### src/rtl/ref_sync_start_pkg.sv
package ref_sync_start_pkg;

    typedef enum logic {
        WV_COUNT,
        WV_HOLD
    } wave_state_t;

    typedef enum logic {
        SS_IDLE,
        SS_RUN
    } ctrl_state_t;

endpackage

### src/rtl/ref_wave_gen.sv
module ref_wave_gen
    import ref_sync_start_pkg::*;
#(
    parameter int HALF_CYCLES = 124,
    parameter int TICK_POS    = 8,
    localparam int PERIOD     = 2 * HALF_CYCLES,
    localparam int CW         = $clog2(PERIOD)
) (
    input  logic          clk_i,
    input  logic          rst_ni,
    input  logic [CW-1:0] phase_i,
    output logic          ref_o,
    output logic          rise_o,
    output logic          tick_o
);

    localparam logic [CW-1:0] LAST_POS = CW'(PERIOD - 1);
    localparam logic [CW-1:0] HALF_POS = CW'(HALF_CYCLES);
    localparam logic [CW-1:0] TICK_AT  = CW'(TICK_POS);

    wave_state_t   state_q;
    logic [CW-1:0] pos_q;
    logic [CW-1:0] hold_left_q;
    logic [CW-1:0] applied_off_q;
    logic [CW-1:0] req_off;
    logic [CW:0]   diff_wide;
    logic [CW-1:0] shift_amt;

    // Offsets beyond one period are clamped to the last position.
    always_comb begin
        if ({1'b0, phase_i} >= (CW+1)'(PERIOD)) begin
            req_off = LAST_POS;
        end else begin
            req_off = phase_i;
        end
        diff_wide = {1'b0, req_off} + (CW+1)'(PERIOD) - {1'b0, applied_off_q};
        if (diff_wide >= (CW+1)'(PERIOD)) begin
            diff_wide = diff_wide - (CW+1)'(PERIOD);
        end
        shift_amt = diff_wide[CW-1:0];
    end

    // State register: position counter and hold window.
    always_ff @(posedge clk_i) begin
        if (!rst_ni) begin
            state_q       <= WV_COUNT;
            pos_q         <= '0;
            hold_left_q   <= '0;
            applied_off_q <= '0;
        end else begin
            unique case (state_q)
                WV_COUNT: begin
                    if (pos_q == LAST_POS) begin
                        applied_off_q <= req_off;
                        pos_q         <= '0;
                        if (shift_amt != '0) begin
                            state_q     <= WV_HOLD;   // DEFER
                            hold_left_q <= shift_amt;
                        end                           // else WRAP
                    end else begin
                        pos_q <= pos_q + 1'b1;
                    end
                end
                WV_HOLD: begin
                    if (hold_left_q == CW'(1)) begin
                        state_q <= WV_COUNT;          // RESUME
                    end
                    hold_left_q <= hold_left_q - 1'b1;
                end
                default: state_q <= WV_COUNT;
            endcase
        end
    end

    // Outputs decoded from the state.
    always_comb begin
        ref_o  = 1'b0;
        rise_o = 1'b0;
        tick_o = 1'b0;
        unique case (state_q)
            WV_COUNT: begin
                ref_o  = (pos_q < HALF_POS);
                rise_o = (pos_q == '0);
                tick_o = (pos_q == TICK_AT);
            end
            WV_HOLD: begin
                ref_o = 1'b0;
            end
            default: ref_o = 1'b0;
        endcase
    end

endmodule

### src/rtl/en_edge_latch.sv
module en_edge_latch (
    input  logic clk_i,
    input  logic rst_ni,
    input  logic rise_i,
    input  logic en_i,
    output logic en_cap_o
);

    // Loaded only in the first high cycle of the reference wave.
    always_ff @(posedge clk_i) begin
        if (!rst_ni) begin
            en_cap_o <= 1'b0;
        end else if (rise_i) begin
            en_cap_o <= en_i;
        end
    end

endmodule

### src/rtl/sync_ctrl_fsm.sv
module sync_ctrl_fsm
    import ref_sync_start_pkg::*;
(
    input  logic clk_i,
    input  logic rst_ni,
    input  logic tick_i,
    input  logic en_cap_i,
    output logic start_o,
    output logic stop_o,
    output logic run_o
);

    ctrl_state_t state_q;
    ctrl_state_t state_d;

    always_comb begin
        state_d = state_q;
        unique case (state_q)
            SS_IDLE: if (tick_i && en_cap_i)  state_d = SS_RUN;   // GO
            SS_RUN:  if (tick_i && !en_cap_i) state_d = SS_IDLE;  // HALT
            default: state_d = SS_IDLE;
        endcase
    end

    // State register.
    always_ff @(posedge clk_i) begin
        if (!rst_ni) begin
            state_q <= SS_IDLE;
        end else begin
            state_q <= state_d;
        end
    end

    // Output register: strobes mark the transition edge.
    always_ff @(posedge clk_i) begin
        if (!rst_ni) begin
            start_o <= 1'b0;
            stop_o  <= 1'b0;
        end else begin
            start_o <= (state_q == SS_IDLE) && (state_d == SS_RUN);
            stop_o  <= (state_q == SS_RUN)  && (state_d == SS_IDLE);
        end
    end

    assign run_o = (state_q == SS_RUN);

endmodule

### src/rtl/ref_sync_start.sv
module ref_sync_start #(
    parameter int HALF_CYCLES = 124,
    parameter int TICK_POS    = 8,
    localparam int PERIOD     = 2 * HALF_CYCLES,
    localparam int PW         = $clog2(PERIOD)
) (
    input  logic          clk_i,
    input  logic          rst_ni,
    input  logic          en_i,
    input  logic [PW-1:0] phase_i,
    output logic          ref_o,
    output logic          start_o,
    output logic          stop_o,
    output logic          run_o
);

    logic rise;
    logic tick;
    logic en_cap;

    ref_wave_gen #(
        .HALF_CYCLES (HALF_CYCLES),
        .TICK_POS    (TICK_POS)
    ) u_wave (
        .clk_i   (clk_i),
        .rst_ni  (rst_ni),
        .phase_i (phase_i),
        .ref_o   (ref_o),
        .rise_o  (rise),
        .tick_o  (tick)
    );

    en_edge_latch u_latch (
        .clk_i    (clk_i),
        .rst_ni   (rst_ni),
        .rise_i   (rise),
        .en_i     (en_i),
        .en_cap_o (en_cap)
    );

    sync_ctrl_fsm u_ctrl (
        .clk_i    (clk_i),
        .rst_ni   (rst_ni),
        .tick_i   (tick),
        .en_cap_i (en_cap),
        .start_o  (start_o),
        .stop_o   (stop_o),
        .run_o    (run_o)
    );

endmodule

### config.mk
export PLATFORM = sky130hd
export DESIGN_NAME = ref_sync_start
export DESIGN_NICKNAME = d
export VERILOG_FILES = /design/src/rtl/ref_sync_start_pkg.sv /design/src/rtl/ref_wave_gen.sv /design/src/rtl/en_edge_latch.sv /design/src/rtl/sync_ctrl_fsm.sv /design/src/rtl/ref_sync_start.sv
export SDC_FILE = /design/constraint.sdc
export NUM_CORES = 1
export LEC_CHECK = 0
export BUFFER_PORTS_ARGS = -buffer_cell sky130_fd_sc_hd__buf_2
export CAP_MARGIN = 0
export CORE_MARGIN = 10
export CORE_UTILIZATION = 55
export CTS_CLUSTER_SIZE = 20
export DETAILED_ROUTE_END_ITERATION = 10
export PLACE_DENSITY_LB_ADDON = 0.25
export SYNTH_ARGS = -nofsm -noshare
export SYNTH_HDL_FRONTEND = slang
export SYNTH_HIERARCHICAL = 1
export SYNTH_SLANG_ARGS = --single-unit
export TNS_END_PERCENT = 100
### constraint.sdc
create_clock -name clk_i -period 4.9 [get_ports clk_i]
set_clock_uncertainty 0.05 [all_clocks]
set_input_delay 1.47 -clock clk_i [delete_from_list [all_inputs] [get_ports clk_i]]
set_output_delay 1.47 -clock clk_i [all_outputs]
set_load 0.005 [all_outputs]
**After elaboration in Yosys (flattened, before gate mapping)**

Cells that the tools add are included.

- Register bits: 29
- Word-level logic and storage cells: 49
- Input port bits: 11
- Output and inout port bits: 4

- Bitwise logic cells: 3
- $add $sub $neg: 5
- Eq/ne operators: 5
- Muxes and demuxes: 16
- $lt $le $gt $ge: 3
- Reduce and logical (&&, ||, !) cells: 9

Operator list:

| cell | number |
|---|---|
| 2-to-1 mux 8 bit | 5 |
| one-hot mux 8 bit (2 select lines) | 1 |
| adder 8 x 8 -> 9 bit (second input constant) | 1 |
| >= comparator 9 x 8 -> 1 bit (second input constant) | 1 |
| subtractor 9 x 8 -> 9 bit | 1 |
| adder 8 x 1 -> 8 bit (second input constant) | 1 |
| == test 8 x 1 -> 1 bit (second input constant) | 1 |
| == test 8 x 4 -> 1 bit (second input constant) | 1 |
| == test 8 bit (second input constant) | 1 |
| >= comparator 8 bit (second input constant) | 1 |
| zero test 8 bit | 1 |
| < comparator 8 x 7 -> 1 bit (second input constant) | 1 |
| nonzero test 8 bit | 1 |
| subtractor 8 x 1 -> 8 bit (second input constant) | 1 |
| subtractor 8 bit (second input constant) | 1 |
| 2-to-1 mux 1 bit | 7 |
| one-hot mux 1 bit (2 select lines) | 3 |
| logical AND 1 bit | 4 |
| != test 2 x 1 -> 1 bit (second input constant) | 2 |
| AND reduction 2 bit | 2 |
| NOT 1 bit | 3 |
| zero test 1 bit | 1 |

**Logic depth before layout (Yosys ltp)**

Gate-level depths: netlist of the first run.

- Depth after elaboration: 10
- Gate-level depth with buffers: 18
- Mapped depth without buffers: 17

**Modules after synthesis**

Netlist of the first run, hierarchy kept.

By module, submodules not included:

| module | instances | cells each | area an instance (µm²) | sequential area each (µm²) |
|---|---|---|---|---|
| ref_wave_gen | 1 | 274 | 2202.1 | 500.5 |
| sync_ctrl_fsm | 1 | 8 | 105.1 | 60.1 |
| en_edge_latch | 1 | 3 | 36.3 | 20.0 |

**Worst setup path after synthesis of the first run**

OpenSTA, ideal clock, no wires.

- Path type: input to register
- Start point: input phase_i[6]
- End point: register u_wave.hold_left_q[1]
- Stages: 15
- Path buffers: 0
- Slack: -0.126 ns
- Data required time: 4.734 ns
- Library setup time: 0.116 ns
- Arrival time: 4.860 ns
- Path through: and3_1 > nand3_1 > nand2b_1 > ha_1 > ha_1 > fa_1 > a211oi_4 > or2_4 > a41oi_2 > nor4b_4 > o211a_1 > o2111ai_2 > o21ai_2 > mux2_4 > o211a_1

- Longest elaborated chain between the ends: 9
- Elaborated cells on any way between the ends: 13
- Classes of those cells: add/sub: 3; order compare: 2; eq/ne: 1; mux: 5; reduce/logical: 2

RTL lines:

| element | line | source |
|---|---|---|
| start: declaration | ref_sync_start.sv:10 | `input logic [PW-1:0] phase_i,` |
| >= comparator 8 bit (*) | ref_wave_gen.sv:31 | `if ({1'b0, phase_i} >= (CW+1)'(PERIOD)) begin` |
| 2-to-1 mux 8 bit (*) | ref_wave_gen.sv:31 |  |
| net u_wave.req_off[1] | ref_wave_gen.sv:25 | `logic [CW-1:0] req_off;` |
| adder 8 x 8 -> 9 bit (*) | ref_wave_gen.sv:36 | `diff_wide = {1'b0, req_off} + (CW+1)'(PERIOD) - {1'b0, applied_off_q};` |
| subtractor 9 x 8 -> 9 bit (*) | ref_wave_gen.sv:36 |  |
| subtractor 8 bit / >= comparator 9 x 8 -> 1 bit (equally long branches) | ref_wave_gen.sv:38, ref_wave_gen.sv:37 |  |
| 2-to-1 mux 8 bit (*) | ref_wave_gen.sv:37 | `if (diff_wide >= (CW+1)'(PERIOD)) begin` |
| nonzero test 8 bit / 2-to-1 mux 8 bit (equally long branches) | ref_wave_gen.sv:56 | `if (shift_amt != '0) begin` |
| != test 2 x 1 -> 1 bit (no source line) / 2-to-1 mux 8 bit (equally long branches) | n/a |  |
| AND reduction 2 bit (no source line) / one-hot mux 8 bit (2 select lines) (equally long branches) | n/a |  |
| end signal: assignment | ref_wave_gen.sv:58 | `hold_left_q <= shift_amt;` |
| end signal: assignment | ref_wave_gen.sv:68 | `hold_left_q <= hold_left_q - 1'b1;` |
| end: declaration | ref_wave_gen.sv:23 | `logic [CW-1:0] hold_left_q;` |

Mark *: on every way through the listed nets, which the timed path passes. The rest lies on a longest branch. The select of a mux whose other input is x is not followed.
A chain may end at the register's enable or synchronous reset.

**Final worst setup path of the first run**

- Start point: input phase_i[4]
- End point: register u_wave.hold_left_q[1]

Same word-level chain as after synthesis.

==> results.py, run 1 <==
metrics = {
    "drt": {
        "num_vias": 2109,
        "routedWlPerCell_um": 14.6,
        "drt_drc_violations_left": 0,
        "wl_mm": 5.53,
        "drtAntennaViolNets": 0,
        "firstDrtPassIters": 4,
        "drt_iter0_drc": 109,
        "routed_via_density": 5.56,
    },
    "timing": {
        "setup_tns_ns": 0,
        "hold_viol": 0,
        "maxSlewViolCount": 0,
        "tightestPinTransition_ns": 1.17,
        "fin_crit_ns": 4.77,
        "setup_viol": 0,
        "max_freq_mhz": 210,
        "finalCritPeriodShare_pct": 97.4,
        "worst_slew_margin_rel_pct": 21.1,
    },
    "global_route": {
        "grt_pass1_wl_mm": 9.16,
        "antenna_found_initial": 0,
        "grt_pass1_vias": 2038,
        "grt_overflow": 0,
        "grt_max_degree": 30,
        "grt_usage_pct": 14.7,
    },
    "synthesis": {
        "synth_ff_type": "dfxtp_1",
        "synth_area_um2": 2340,
        "seq_area_frac_synth_pct": 24.8,
        "syn_inst": 285,
        "yosysUniqueCellTypes": 62,
        "syn_avg_cell_area_um2": 8.22,
        "async_reset_ff_share_pct": 0,
        "yosysTopAreaCellShare_pct": 24.8,
        "synth-edff-count": 0,
        "synthTopCellsByArea": "dfxtp_1 25%, ha_1 11%, nand2_1 5.0%",
        "syn_nets": 317,
        "synth_warnings": 6,
        "yosysTopAreaCell": "dfxtp_1",
        "ys_ff_latch": 29,
    },
    "job": {
        "maxCapViolCount": 0,
    },
    "critical_path": {
        "critPathMaxFanout": 3,
        "cp_cell_sequence": "buf_2, and3_4, nand3_4, nand2b_1, ha_4, ha_1, a211oi_2, or2_4, and2_1, ha_2, a41oi_2, nor4b_4, o211a_1, o2111ai_2, o21ai_2, mux2_4, o211a_1",
        "start_kind": "input pin",
        "cp_slowest_cell": "nor4b_4",
        "crit_path_end_kind": "flop",
        "crit_type": "input pin to flop",
        "worstPathRequired_ns": 5.02,
        "worst_path_largest_cell_delay_ns": 0.35,
        "cp.arrival_ns": 4.89,
        "path_common_cell": "o211a_1",
    },
    "worst_hold_path": {
        "min_path_type": "flop to flop",
    },
    "floorplan": {
        "ios": 15,
        "start_util_pct": 57.8,
        "die_h_um": 85.3,
        "die_x_um": 85.3,
        "rows": 23,
        "die_area_um2": 7270,
        "core_um2": 4060,
    },
    "clock_tree": {
        "cts_buffers": 5,
        "clock_latency_ns": 0.28,
        "htree_levels": 2,
        "cts_sinks": 29,
        "root_buffer": "clkbuf_8",
        "clk_pin_slew_ns": 0.07,
        "cts_tree": "done",
        "clockBufferDepth": 2,
    },
    "placed_design": {
        "numPortBuffers": 14,
        "dpl.hpwl_mm": 4.02,
        "place_congestion": 0.833,
        "postPlaceCellArea_um2": 2670,
    },
    "power_and_ir_drop": {
        "cellPowerDensity_nw_per_um2": 236,
        "vdd_drop_max_v": 0.000195,
        "p_leak_nw": 1.24,
    },
    "layout": {
        "insertedDiodeCount": 0,
        "final_cell_area_um2": 2930,
        "drive_gt1_share_pct": 27.4,
        "syn_to_final_growth_pct": 25.0,
        "fin_nets": 360,
    },
    "run_status": {
        "status": "finished, final reports clean",
    },
}
[metal layers]
metal	vias to the layer above	GRT usage (%)	share of wire [%]
li1	1078	-	-
met1	981	18.0	46
met2	42	24.8	50
met3	8	2.96	2.7
met4	0	4.94	1.4
met5	-	0	0
[cell families after synthesis]
logic type	count (synthesis)	synth area share [%]
AOI/OAI and AO/OA	53	19.3
xor gates and xnor gates	18	6.73
adders and majority gates	21	11.5
buffers and inverters	38	7.05
DFF	29	24.8
muxes	7	3.20
and+or+nand+nor	119	27.4
[per-stage QoR]
stage	worst slack (ns)	util, %	hold slack (ns)	power (mW)	cells
3_5_place_dp	-0.293	65.9	0.416	0.419	368
6_report	0.128	72.2	0.424	0.692	379
3_3_place_gp	-0.163	65.9	0.408	0.414	368
2_1_floorplan	-0.0475	-	0.395	0.361	285
5_1_grt	-0.0502	72.2	0.460	0.727	379
4_1_cts	0.0195	68.8	0.426	0.678	376
[cell usage in the layout, fill, tap and decap left out, types with 2 or more instances in the layout]
| master | n |
|---|---|
| dfxtp_1 | 29 |
| or4_1 | 2 |
| nor3_1 | 3 |
| o2111ai_1 | 2 |
| xor2_1 | 10 |
| o221a_2 | 2 |
| buf_4 | 31 |
| nor2b_1 | 5 |
| nand2b_1 | 8 |
| o21ai_0 | 8 |
| buf_2 | 14 |
| and3_1 | 4 |
| and3_2 | 2 |
| nor4_1 | 4 |
| ha_1 | 14 |
| ha_2 | 2 |
| nand3_1 | 7 |
| mux2i_1 | 6 |
| a211o_1 | 2 |
| nor3b_1 | 4 |
| xnor2_1 | 7 |
| nor3b_2 | 2 |
| o41ai_1 | 2 |
| and2_1 | 4 |
| or2_4 | 2 |
| o21a_1 | 3 |
| a21oi_1 | 6 |
| o22ai_1 | 2 |
| a21boi_0 | 6 |
| o211a_1 | 3 |
| nand3b_1 | 3 |
| nand2_1 | 31 |
| ha_4 | 4 |
| inv_1 | 28 |
| clkbuf_8 | 6 |
| nor2_1 | 27 |
[synth_stat cells, drive strengths merged (2+ instances only)]
master,count
nor3b,6
o221a,2
o41ai,2
o22ai,2
a41oi,2
nand3,8
and2,4
o21a,3
xnor2,7
o211a,3
or4,2
xor2,11
o21ai,10
o2111ai,3
clkbuf,4
a21boi,7
ha,20
a211oi,2
dfxtp,29
buf,4
nor2b,5
nand2,31
nor3,4
nand2b,9
a21oi,6
or2,4
nor4,5
a211o,2
nand3b,3
mux2i,6
and3,7
inv,29
nor2,27
[power breakdown]
| part | leakage, nW | switching [mW] | internal [mW] |
|---|---|---|---|
| Combinational | 0.947 | 0.0955 | 0.0958 |
| Sequential | 0.234 | 0.00301 | 0.239 |
| Clock | 0.0585 | 0.0934 | 0.166 |
[worst max-delay path, delay by kind of cell]
| family | cells | cell delay, ns |
|---|---|---|
| AOI/OAI and AO/OA | 6 | 1.08 |
| adders and majority gates | 3 | 0.78 |
| buffers and inverters | 1 | 0.10 |
| muxes | 1 | 0.31 |
| and+or+nand+nor | 6 | 1.14 |
[worst paths after layout]
check,from,end,slack (ns),depth (start not counted)
hold reg to reg,u_wave/applied_off_q[6]$_SDFFE_PN0P_,u_wave/applied_off_q[6]$_SDFFE_PN0P_,0.42,2
setup / recovery,phase_i[4],u_wave/hold_left_q[1]$_SDFFE_PN0P_,0.13,17
hold / removal,u_wave/applied_off_q[6]$_SDFFE_PN0P_,u_wave/applied_off_q[6]$_SDFFE_PN0P_,0.42,2
setup reg to reg,u_wave/applied_off_q[1]$_SDFFE_PN0P_,u_wave/hold_left_q[1]$_SDFFE_PN0P_,1.42,13
[sequential cells by signal, indices dropped and copies added (netlist names)]
signal and cells:
u_ctrl/run_o 1, u_ctrl/start_o 1, u_ctrl/stop_o 1, u_latch/en_cap_o 1
u_wave/applied_off_q 8, u_wave/hold_left_q 8, u_wave/pos_q 8, u_wave/state_q 1
[timing repair]
action | 4_1_cts | 5_1_grt
pin swaps | 1 | 15
setup endpoints to repair | 1 | 8
buffers inserted | 0 | 3
gates resized for setup | 0 | 16
hold buffers | 0 | 0
[cell type report]
cell class / count / area, um^2
multi-input cells: 218 / 1760
fillers: 286 / 1130
flip-flops and latches: 29 / 581
repair buffers: 45 / 303
inverters: 29 / 109
clock buffers: 7 / 86.3
well taps: 50 / 62.6
clock inverters: 1 / 30.0
Note: power is estimated with default switching activity, not from simulation.
==> inputs of run 2 (changes only) <==
--- a/config.mk
+++ b/config.mk
@@ -12,6 +12,7 @@
 export CTS_CLUSTER_SIZE = 20
 export DETAILED_ROUTE_END_ITERATION = 10
 export PLACE_DENSITY_LB_ADDON = 0.25
+export RECOVER_POWER = 100
 export SYNTH_ARGS = -nofsm -noshare
 export SYNTH_HDL_FRONTEND = slang
 export SYNTH_HIERARCHICAL = 1
==> run 2 against run 1 <==
Effect of this change: cell area decreased by 0.51%; highest routed layer unchanged; sequential power hardly changed; largest cell class unchanged; hold slack better by 0.0026 ns.
==> results.py, run 2 (synthesis results as in run 1) <==
metrics = {
    "drt": {
        "wl_mm": 5.52,
        "drt_iter0_drc": 110,
        "drtAntennaViolNets": 0,
        "firstDrtPassIters": 4,
        "num_vias": 2120,
        "routed_via_density": 5.59,
        "routedWlPerCell_um": 14.6,
        "drt_drc_violations_left": 0,
    },
    "global_route": {
        "grt_usage_pct": 14.7,
        "antenna_found_initial": 0,
        "grt_max_degree": 30,
        "grt_overflow": 0,
        "grt_pass1_vias": 2038,
        "grt_pass1_wl_mm": 9.16,
    },
    "clock_tree": {
        "htree_levels": 2,
        "cts_buffers": 5,
        "clock_latency_ns": 0.28,
        "cts_tree": "done",
        "clk_pin_slew_ns": 0.07,
        "clockBufferDepth": 2,
        "cts_sinks": 29,
        "hold_buffers": 0,
        "root_buffer": "clkbuf_8",
    },
    "timing": {
        "setup_viol": 0,
        "maxSlewViolCount": 0,
        "setup_tns_ns": 0,
        "fin_ws_ns": 0.131,
        "tightestPinTransition_ns": 1.17,
        "finalCritPeriodShare_pct": 97.3,
        "hold_viol": 0,
        "max_freq_mhz": 210,
        "fin_crit_ns": 4.77,
        "worst_slew_margin_rel_pct": 21.2,
    },
    "critical_path": {
        "crit_path_end_kind": "flop",
        "cp.arrival_ns": 4.88,
        "reg2reg_depth": 13,
        "cp_cell_sequence": "buf_2, and3_4, nand3_4, nand2b_1, ha_4, fa_2, a211oi_4, or2_4, a311oi_4, nor4b_4, o211a_1, o2111ai_2, o21ai_2, mux2_4, o211a_1",
        "r2r-start": "u_wave/applied_off_q[1]$_SDFFE_PN0P_",
        "path_common_cell": "o211a_1",
        "cp_slowest_cell": "fa_2",
        "worstPathRequired_ns": 5.02,
        "start_kind": "input pin",
        "crit_type": "input pin to flop",
        "regToRegSetupSlack_ns": 1.42,
        "worst_path_largest_cell_delay_ns": 0.43,
        "critPathMaxFanout": 6,
        "r2r_end": "u_wave/hold_left_q[1]$_SDFFE_PN0P_",
    },
    "floorplan": {
        "core_um2": 4060,
        "die_area_um2": 7270,
        "rows": 23,
        "die_x_um": 85.3,
        "start_util_pct": 57.8,
        "die_h_um": 85.3,
        "ios": 15,
    },
    "power_and_ir_drop": {
        "vdd_drop_max_v": 0.000195,
        "cellPowerDensity_nw_per_um2": 237,
        "p_leak_nw": 1.23,
    },
    "layout": {
        "final_cell_mix": "31 x nand2_1, 31 x buf_4, 29 x dfxtp_1, 28 x inv_1, 27 x nor2_1",
        "drive_gt1_share_pct": 25.5,
        "fin_nets": 360,
        "insertedDiodeCount": 0,
        "largestRegisters": "u_wave/applied_off_q: 8 flops, u_wave/hold_left_q: 8 flops, u_wave/pos_q: 8 flops",
        "syn_to_final_growth_pct": 24.4,
    },
    "placed_design": {
        "dpl.hpwl_mm": 4.02,
        "place_congestion": 0.833,
        "dp_slack_ns": -0.293,
        "numPortBuffers": 14,
    },
    "run_status": {
        "status": "finished, final reports clean",
    },
    "worst_hold_path": {
        "min_path_cells": 2,
        "min_path_type": "flop to flop",
        "min_to": "u_wave/applied_off_q[6]$_SDFFE_PN0P_",
        "hold_start": "u_wave/applied_off_q[6]$_SDFFE_PN0P_",
    },
    "job": {
        "maxCapViolCount": 0,
    },
}
## run 2: area by class of cell
type | count | area, um^2
fill | 291 | 1140
clock buffer | 7 | 86.3
timing repair buffer | 45 | 298
inverter | 29 | 109
tap | 50 | 62.6
sequential | 29 | 581
clock inverter | 1 | 30.0
multi-input combinational | 218 | 1750
## run 2: power by group
group          switching [mW]  internal (mW)  total [mW]  leakage [nW]
Sequential            0.00298          0.239       0.242         0.234
Combinational          0.0954         0.0957       0.191         0.932
Clock                  0.0932          0.166       0.259        0.0585
## run 2: routing by layer
metal	wire length [um]	track usage, %	up-vias
li1	-	-	1079
met1	2550	18.0	987
met2	2720	24.8	46
met3	170	2.96	8
met4	79	4.94	0
met5	0	0	-
## run 2: worst max path at each step
| stage | slack (ns) | cells past startpoint | start | endpoint |
|---|---|---|---|---|
| global route | -0.05 | 17 | phase_i[4] | u_wave/hold_left_q[1]$_SDFFE_PN0P_ |
| finish | 0.13 | 15 | phase_i[4] | u_wave/hold_left_q[1]$_SDFFE_PN0P_ |
| CTS | 0.02 | 17 | phase_i[6] | u_wave/hold_left_q[2]$_SDFFE_PN0P_ |
| detailed placement | -0.29 | 17 | phase_i[6] | u_wave/hold_left_q[2]$_SDFFE_PN0P_ |
| global placement | -0.16 | 16 | phase_i[6] | u_wave/hold_left_q[1]$_SDFFE_PN0P_ |
| floorplan | -0.05 | 15 | phase_i[6] | u_wave/hold_left_q[1]$_SDFFE_PN0P_ |
## run 2: stage by stage
step	area [um^2]	util (%)	hold WS, ns	cells	power (mW)
3_5_place_dp	2670	65.9	0.416	368	0.419
5_1_grt	2920	71.8	0.469	379	0.727
6_report	2920	71.8	0.426	379	0.692
3_3_place_gp	2670	65.9	0.408	368	0.414
4_1_cts	2790	68.8	0.426	376	0.678
2_1_floorplan	2390	-	0.395	285	0.361
## run 2: critical path, delay by kind of cell
kind / cells / cell delay (ns)
AND/OR/NAND/NOR: 5 / 1.08
AO/OA/AOI/OAI: 6 / 1.23
adder cells (fa/ha/maj): 2 / 0.67
buffers and inverters: 1 / 0.10
multiplexers: 1 / 0.31
## run 2: what timing repair did
action                     4_1_cts  5_1_grt
gates resized for setup          0       16
setup buffers                    0        3
pin swaps                        1       15
setup endpoints to repair        1        8
==> inputs of run 3 (changes only) <==
--- a/config.mk
+++ b/config.mk
@@ -8,7 +8,7 @@
 export BUFFER_PORTS_ARGS = -buffer_cell sky130_fd_sc_hd__buf_2
 export CAP_MARGIN = 0
 export CORE_MARGIN = 10
-export CORE_UTILIZATION = 55
+export CORE_UTILIZATION = 58
 export CTS_CLUSTER_SIZE = 20
 export DETAILED_ROUTE_END_ITERATION = 10
 export PLACE_DENSITY_LB_ADDON = 0.25
==> constraint.sdc (replaced) <==
create_clock -name clk_i -period 6 [get_ports clk_i]
set_clock_uncertainty 0.05 [all_clocks]
set_input_delay 1.8 -clock clk_i [delete_from_list [all_inputs] [get_ports clk_i]]
set_output_delay 1.8 -clock clk_i [all_outputs]
set_load 0.005 [all_outputs]
==> run 3 against run 2 <==
Effect of this change: hold slack improved by 0.00086 ns; utilization is 8.9 points lower; largest cell class unchanged; critical path type unchanged; sequential share of layout area up 3.5 points.
==> results.py, run 3 (synthesis results as in run 1) <==
metrics = {
    "run_status": {
        "status": "finished, final reports clean",
    },
    "layout": {
        "ff_latch_area_um2": 581,
        "insertedDiodeCount": 0,
        "drive_gt1_share_pct": 11.1,
        "n_fill_cell": 342,
        "largestRegisters": "u_wave/applied_off_q: 8 flops, u_wave/hold_left_q: 8 flops, u_wave/pos_q: 8 flops",
        "fin_nets": 329,
        "final_cell_mix": "31 x nand2_1, 29 x dfxtp_1, 29 x inv_1, 27 x nor2_1, 20 x ha_1",
        "syn_to_final_growth_pct": 5.82,
        "layout_commonest_cell": "nand2_1",
        "multi_input_area_um2": 1580,
    },
    "placed_design": {
        "dpl.hpwl_mm": 3.67,
        "place_congestion": 0.856,
        "numPortBuffers": 14,
    },
    "power_and_ir_drop": {
        "p_leak_nw": 1.04,
        "power_uw": 463,
        "vdd_drop_max_v": 0.000187,
        "cellPowerDensity_nw_per_um2": 187,
    },
    "timing": {
        "setup_viol": 0,
        "maxSlewViolCount": 0,
        "setup_tns_ns": 0,
        "rsz0062_at_grt": "no",
        "hold_slack_ns": 0.427,
        "worst_slew_margin_rel_pct": 36.5,
        "max_freq_mhz": 180,
        "fin_crit_ns": 5.56,
        "hold_viol": 0,
        "finalCritPeriodShare_pct": 92.7,
        "tightestPinTransition_ns": 0.944,
    },
    "global_route": {
        "grt_usage_pct": 13.6,
        "grt_pass1_vias": 1797,
        "grt_pass1_wl_mm": 7.98,
        "grt_max_degree": 30,
        "grt_overflow": 0,
        "antenna_found_initial": 0,
    },
    "floorplan": {
        "die_h_um": 83.6,
        "core_um2": 3940,
        "start_util_pct": 59.4,
        "die_x_um": 83.6,
        "die_area_um2": 6980,
        "ios": 15,
        "rows": 23,
    },
    "clock_tree": {
        "root_buffer": "clkbuf_8",
        "htree_levels": 2,
        "hold_buffers": 0,
        "post_cts_buffers": 0,
        "clk_pin_slew_ns": 0.07,
        "cts_resized": 0,
        "clock_latency_ns": 0.29,
        "clockBufferDepth": 2,
        "cts_buffers": 5,
        "cts_tree": "done",
        "cts_sinks": 29,
    },
    "worst_hold_path": {
        "hold_start": "u_wave/applied_off_q[5]$_SDFFE_PN0P_",
        "min_path_type": "flop to flop",
    },
    "critical_path": {
        "start_kind": "input pin",
        "regToRegSetupSlack_ns": 2.08,
        "worstPathRequired_ns": 6.12,
        "r2r-start": "u_wave/applied_off_q[1]$_SDFFE_PN0P_",
        "crit_type": "input pin to flop",
        "endpoint": "u_wave/hold_left_q[1]$_SDFFE_PN0P_",
        "cp.arrival_ns": 5.69,
        "critPathMaxFanout": 6,
        "r2r_end": "u_wave/hold_left_q[1]$_SDFFE_PN0P_",
        "startpoint": "phase_i[6]",
        "crit_path_end_kind": "flop",
        "reg2reg_depth": 13,
    },
    "drt": {
        "routedWlPerCell_um": 13.7,
        "drtAntennaViolNets": 0,
        "drt_iter0_drc": 94,
        "firstDrtPassIters": 4,
        "wl_mm": 4.77,
        "num_vias": 1955,
        "drt_drc_violations_left": 0,
        "routed_via_density": 5.62,
    },
    "job": {
        "maxCapViolCount": 0,
    },
}
-- run 3: per-layer routing --
layer	vias up	share of wire (%)	track usage, %	wire length, um
li1	1015	-	-	-
met1	896	47	16.1	2230
met2	38	47	22.2	2250
met3	6	4.6	3.42	218
met4	0	1.4	6.54	66
met5	-	0	0	0
-- run 3: worst max-delay path: stages --
cell,delay [ns]
clkbuf_1,0.10
and3_1,0.20
nand3_1,0.12
nand2b_1,0.09
ha_1,0.28
ha_1,0.24
fa_1,0.47
xor2_1,0.47
ha_1,0.30
a41oi_1,0.09
nor4b_4,0.31
o211a_1,0.17
o2111ai_1,0.18
o21ai_2,0.31
mux2_1,0.36
o211a_1,0.20
-- run 3: stage by stage --
step	instance area [um^2]	cells	util, %	setup slack (ns)
after CTS	2510	348	63.6	0.523
after global placement	2420	340	61.4	0.335
after floorplan	2340	285	-	0.644
after global routing	2480	348	62.9	0.176
after detailed placement	2420	340	61.4	0.234
final	2480	348	62.9	0.437
-- run 3: worst min-delay path by stage --
stage	endpoint	slack (ns)	depth (start not counted)
final	u_wave/applied_off_q[5]$_SDFFE_PN0P_	0.43	2
after global routing	u_ctrl/start_o$_SDFF_PN0_	0.45	1
after CTS	u_wave/applied_off_q[5]$_SDFFE_PN0P_	0.43	2
after floorplan	u_ctrl/stop_o$_SDFF_PN0_	0.39	1
after global placement	u_wave/applied_off_q[7]$_SDFFE_PN0P_	0.41	2
after detailed placement	u_wave/applied_off_q[5]$_SDFFE_PN0P_	0.42	2
-- run 3: area by class of cell --
cell class	count	share of cell area (%)
multi-input cells	218	63.6
flip-flops and latches	29	23.4
inverters	29	4.39
clock buffers	5	2.77
repair buffers	14	2.57
well taps	50	2.52
clock inverters	3	0.706
-- run 3: power by group --
group / internal, mW / leakage (nW) / total [mW] / switching (mW)
sequential: 0.195 / 0.234 / 0.197 / 0.00245
clock: 0.0798 / 0.0439 / 0.160 / 0.0804
combinational: 0.0456 / 0.758 / 0.106 / 0.0602
total: 0.320 / 1.04 / 0.463 / 0.143
